===== src/rtl/diffdec_pkg.sv =====
package diffdec_pkg;

    typedef struct packed {
        logic p;
        logic n;
    } wire_pair_t;

    typedef struct packed {
        logic level;
        logic sigint;
        logic valid;
    } decode_state_t;

    typedef struct packed {
        logic rise;
        logic fall;
        logic change;
    } edge_pulses_t;

    localparam wire_pair_t PAIR_IDLE = '{p: 1'b0, n: 1'b1};

    function automatic logic pair_usable(input wire_pair_t w);
        return w.p ^ w.n;
    endfunction

endpackage


===== src/rtl/diffdec_sync_stage.sv =====
module diffdec_sync_stage
    import diffdec_pkg::*;
#(
    parameter bit          ENABLE = 1'b1,
    parameter int unsigned STAGES = 2
) (
    input  logic       clk,
    input  logic       rst,
    input  wire_pair_t d_i,
    output wire_pair_t q_o
);

    generate
        if (ENABLE) begin : g_sync
            wire_pair_t chain [STAGES];

            always_ff @(posedge clk) begin
                if (rst) begin
                    for (int i = 0; i < STAGES; i++) chain[i] <= PAIR_IDLE;
                end else begin
                    chain[0] <= d_i;
                    for (int i = 1; i < STAGES; i++) chain[i] <= chain[i-1];
                end
            end

            assign q_o = chain[STAGES-1];
        end else begin : g_bypass
            assign q_o = d_i;
        end
    endgenerate

endmodule


===== src/rtl/diffdec_level_core.sv =====
module diffdec_level_core
    import diffdec_pkg::*;
#(
    parameter bit SKEW_TOLERANT = 1'b1
) (
    input  logic          clk,
    input  logic          rst,
    input  wire_pair_t    pair_i,
    output decode_state_t state_o
);

    logic valid_now;
    logic equal_now;
    logic fault_now;
    logic level_q;
    logic sigint_q;

    assign valid_now = pair_usable(pair_i);
    assign equal_now = ~valid_now;

    generate
        if (SKEW_TOLERANT) begin : g_two_sample
            logic equal_q;

            always_ff @(posedge clk) begin
                if (rst) equal_q <= 1'b0;
                else     equal_q <= equal_now;
            end

            assign fault_now = equal_now & equal_q;


            two_equal_flags_chk: assert property (@(posedge clk) disable iff (rst)
                (equal_now && equal_q) |=> sigint_q);


            single_equal_tolerated_chk: assert property (@(posedge clk) disable iff (rst)
                (equal_now && !equal_q) |=> !sigint_q);
        end else begin : g_one_sample
            assign fault_now = equal_now;


            equal_flags_next_chk: assert property (@(posedge clk) disable iff (rst)
                equal_now |=> sigint_q);
        end
    endgenerate

    always_ff @(posedge clk) begin
        if (rst) begin
            level_q  <= 1'b0;
            sigint_q <= 1'b0;
        end else begin
            sigint_q <= fault_now;
            if (valid_now) level_q <= pair_i.p;
        end
    end

    assign state_o = '{level: level_q, sigint: sigint_q, valid: valid_now};


    level_hold_chk: assert property (@(posedge clk) disable iff (rst)
        !valid_now |=> $stable(level_q));

endmodule


===== src/rtl/diffdec_edge_gen.sv =====
module diffdec_edge_gen
    import diffdec_pkg::*;
(
    input  logic          clk,
    input  logic          rst,
    input  wire_pair_t    pair_i,
    input  decode_state_t state_i,
    output edge_pulses_t  pulses_o
);

    logic         moved;
    edge_pulses_t pulses_q;

    assign moved = state_i.valid & (pair_i.p != state_i.level) & ~state_i.sigint;

    always_ff @(posedge clk) begin
        if (rst) begin
            pulses_q <= '0;
        end else begin
            pulses_q.rise   <= moved & pair_i.p;
            pulses_q.fall   <= moved & ~pair_i.p;
            pulses_q.change <= moved;
        end
    end

    assign pulses_o = pulses_q;


    change_matches_edges_chk: assert property (@(posedge clk) disable iff (rst)
        pulses_q.change == (pulses_q.rise | pulses_q.fall));


    quiet_during_fault_chk: assert property (@(posedge clk) disable iff (rst)
        state_i.sigint |=> !pulses_q.change);


    rise_high_level_chk: assert property (@(posedge clk) disable iff (rst)
        pulses_q.rise |-> state_i.level);


    fall_low_level_chk: assert property (@(posedge clk) disable iff (rst)
        pulses_q.fall |-> !state_i.level);

endmodule


===== src/rtl/diff_pair_decoder.sv =====
module diff_pair_decoder
    import diffdec_pkg::*;
#(
    parameter bit          ASYNC_MODE  = 1'b1,
    parameter int unsigned SYNC_STAGES = 2
) (
    input  logic clk,
    input  logic rst,
    input  logic pair_p_i,
    input  logic pair_n_i,
    output logic level_o,
    output logic rise_o,
    output logic fall_o,
    output logic event_o,
    output logic sigint_o
);

    wire_pair_t    raw_pair;
    wire_pair_t    sampled_pair;
    decode_state_t dec_state;
    edge_pulses_t  pulses;

    assign raw_pair = '{p: pair_p_i, n: pair_n_i};

    diffdec_sync_stage #(
        .ENABLE (ASYNC_MODE),
        .STAGES (SYNC_STAGES)
    ) sync_i (
        .clk (clk),
        .rst (rst),
        .d_i (raw_pair),
        .q_o (sampled_pair)
    );

    diffdec_level_core #(
        .SKEW_TOLERANT (ASYNC_MODE)
    ) core_i (
        .clk     (clk),
        .rst     (rst),
        .pair_i  (sampled_pair),
        .state_o (dec_state)
    );

    diffdec_edge_gen edges_i (
        .clk      (clk),
        .rst      (rst),
        .pair_i   (sampled_pair),
        .state_i  (dec_state),
        .pulses_o (pulses)
    );

    assign level_o  = dec_state.level;
    assign sigint_o = dec_state.sigint;
    assign rise_o   = pulses.rise;
    assign fall_o   = pulses.fall;
    assign event_o  = pulses.change;

endmodule


===== config.mk =====
export PLATFORM = sky130hd
export DESIGN_NAME = diff_pair_decoder
export DESIGN_NICKNAME = d
export VERILOG_FILES = /design/src/rtl/diffdec_pkg.sv /design/src/rtl/diffdec_sync_stage.sv /design/src/rtl/diffdec_level_core.sv /design/src/rtl/diffdec_edge_gen.sv /design/src/rtl/diff_pair_decoder.sv
export SDC_FILE = /design/constraint.sdc
export NUM_CORES = 1
export LEC_CHECK = 0
export BUFFER_PORTS_ARGS = -buffer_cell sky130_fd_sc_hd__buf_2
export CAP_MARGIN = 20
export CORE_AREA = 2 2 39 41
export CTS_CLUSTER_DIAMETER = 100
export CTS_CLUSTER_SIZE = 8
export DETAILED_ROUTE_END_ITERATION = 10
export DIE_AREA = 0 0 41 43
export GPL_TIMING_DRIVEN = 0
export PLACE_DENSITY = 0.46
export SETUP_SLACK_MARGIN = 0.15
export SYNTH_ARGS = -nofsm -noshare
export SYNTH_HDL_FRONTEND = slang
export SYNTH_HIERARCHICAL = 1
export SYNTH_SLANG_ARGS = --single-unit

===== constraint.sdc =====
create_clock -name clk -period 3.2 [get_ports clk]
set_input_delay 0.64 -clock clk [delete_from_list [all_inputs] [get_ports clk]]
set_output_delay 0.64 -clock clk [all_outputs]
set_load 0.05 [all_outputs]

==> impl_metrics.json <==
{
  "min_path_type": "register to register",
  "postCtsHoldBufs": 0,
  "root_buffer": "clkbuf_4",
  "critPathMaxStageDelay_ns": 0.33,
  "min_period_ns": 1.60,
  "setup_violations": 0,
  "ys_seq_area_share_pct": 58.0,
  "synth-xor-area-share_pct": 2.54,
  "netlist.top_cell.by_area": "dfxtp_1",
  "cp-end-kind": "output port",
  "vias": 242,
  "synth-seq-cells": 10,
  "avgSynthCellArea_um2": 10.8,
  "setup-tns-final_ns": 0,
  "start_util_pct": 25.0,
  "drtIter0Drc": 1,
  "synthFlopType": "dfxtp_1",
  "diodes": 0,
  "netlist_top_cells_count": "dfxtp_1, buf_4, nand2b_1, nor2_1",
  "finish.instance_area_um2": 442,
  "dr.pass1.iters": 2,
  "fmax_mhz": 625,
  "vias_per_cell": 4.03,
  "fp.dieArea_um2": 1760,
  "crit_fanout": 3,
  "yosys.area_share.simple_pct": 25.4,
  "numCtsBuffers": 3,
  "grt_remaining_overflow": 0,
  "cts_tree": "built",
  "final_layout_size_suffix_gt1_share_pct": 40.9,
  "grt_pass1_wl_um": 869,
  "h-tree-depth": 1,
  "synth_nets": 36,
  "ir_worst_vdd_v": 0.000197,
  "async_flop_share_pct": 0,
  "syn_to_final_growth_pct": 27.9,
  "synth_most_common_cell": "dfxtp_1",
  "grt_max_degree": 10,
  "cts_setup_buffers": 0,
  "rsz0062_at_grt": "no",
  "period_share_pct": 50.0,
  "clk_pin_slew_ns": 0.07,
  "drv_cap": 0,
  "die_x_um": 41,
  "grt_use_total_pct": 8.36,
  "worst_pin_slew_ns": 0.250,
  "fin_skew_ns": 0.00682,
  "netlist-cell-type-count": 13,
  "coreArea_um2": 1380,
  "synth_area_leaders": "dfxtp_1, buf_4, nand2b_1, nor2b_1, or2_1",
  "cts.sinks": 10,
  "gp_congestion": 0.614,
  "synth_top_family_by_area": "simple AND/OR/NAND/NOR gates",
  "wl_per_cell_um": 8.20,
  "critPathRequiredTime_ns": 2.56,
  "cp_data_arrival_time_ns": 0.96,
  "ioPinCount": 9,
  "drc": 0,
  "grt_pass1_vias": 222,
  "whs_ns": 0.405,
  "post-dp-hpwl_um": 389,
  "critical_path_buf_inv_count": 2,
  "status": "completed",
  "layout.cells.non_filler": 60,
  "numPortBuffers": 8,
  "cts_resized": 0,
  "synth_compound_area_share_pct": 3.26,
  "die_y_um": 43,
  "maxSlewViolCount": 0,
  "slew_headroom_pct": 83.5,
  "place_inst": 56,
  "nNetsFinal": 49,
  "synth_cells": 32,
  "synth_edf_count": 0,
  "row_count": 14,
  "ant_nets": 0,
  "synthMuxAreaShare_pct": 0,
  "clk_latency_ns": 0.27,
  "synth_fa_ha_area_share_pct": 0,
  "post_dp_cell_area_um2": 405,
  "clk_path_buf_depth": 2,
  "path_cells": "buf_4 > buf_2",
  "hold_violations": 0,
  "powerDensity_nw_per_um2": 588,
  "syn_area_um2": 345,
  "cp_top_family": "buffers and inverters",
  "n_fill_cell": 150,
  "synth_warnings": 6,
  "wirelength_um": 492,
  "synth_top_area_share_pct": 58.0,
  "path_class": "register to output port",
  "critPathSlowestCell": "dfxtp_1",
  "antenna_found_initial": 0,
  "p_leak_nw": 0.199,
  "crit_path_start_kind": "register"
}
state kept, by name, summed over array words and instances (netlist names):
register	flops
core_i/g_two_sample.equal_q	1
core_i/level_q	1
core_i/sigint_q	1
edges_i/pulses_o	3
sync_i/g_sync.chain	4
per-layer routing:
layer,global-route usage (%),share of wire (%),up-vias
li1,-,-,120
met1,6.82,33,109
met2,11.9,52,13
met3,9.42,15,0
met4,4.00,0,0
met5,0,0,-
power by group:
| group | internal, mW | switching, mW |
|---|---|---|
| clock | 0.0691 | 0.0439 |
| sequential | 0.128 | 0.000770 |
| combinational | 0.00847 | 0.00919 |
| total | 0.206 | 0.0539 |
per-stage QoR:
step | power [mW] | setup slack (ns) | utilization, %
floorplan | 0.145 | 1.92 | -
global placement | 0.149 | 1.82 | 29.3
detailed placement | 0.150 | 1.79 | 29.3
CTS | 0.266 | 1.58 | 31.9
global route | 0.276 | 1.54 | 31.9
finish | 0.260 | 1.60 | 31.9
layout by cell type, fill, tap and decap left out:
cell type,netlist,layout
xor2_1,1,1
nor2b_1,2,2
clkbuf_4,0,3
a21oi_1,1,1
dfxtp_1,10,10
nor2_1,3,3
buf_2,0,8
and2b_2,1,1
or2b_1,1,1
nand2b_1,3,3
clkbuf_8,0,1
nor3b_1,1,1
o22ai_1,1,1
or3b_1,1,1
buf_4,5,5
or2_1,2,2
cell type report:
class	count	area [µm²]	area share, %
Timing Repair Buffer	8	40.0	9.07
Tap cell	16	20.0	4.53
Sequential cell	10	200	45.3
Multi-Input combinational cell	17	108	24.4
Buffer	5	37.5	8.50
Clock buffer	4	36.3	8.22
worst paths after layout:
| path | start | end | slack [ns] | depth (start not counted) |
|---|---|---|---|---|
| worst max-delay path | core_i/level_q$_SDFFE_PP0P_ | level_o | 1.60 | 2 |
| worst min-delay path | sync_i/g_sync.chain[0][0]$_SDFF_PP1_ | sync_i/g_sync.chain[0][2]$_SDFF_PP1_ | 0.41 | 1 |
| worst max register to register | sync_i/g_sync.chain[0][3]$_SDFF_PP0_ | edges_i/pulses_o[0]$_SDFF_PP0_ | 1.83 | 5 |
| worst min register to register | sync_i/g_sync.chain[0][0]$_SDFF_PP1_ | sync_i/g_sync.chain[0][2]$_SDFF_PP1_ | 0.41 | 1 |
logic make-up (layout without fill, tap and decap cells):
group,count (synthesis),count (layout)
flip-flops,10,10
buffers and inverters,5,17
AO/OA/AOI/OAI,2,2
AND/OR/NAND/NOR,14,14
XOR/XNOR,1,1
(Power assumes the default switching activity.)
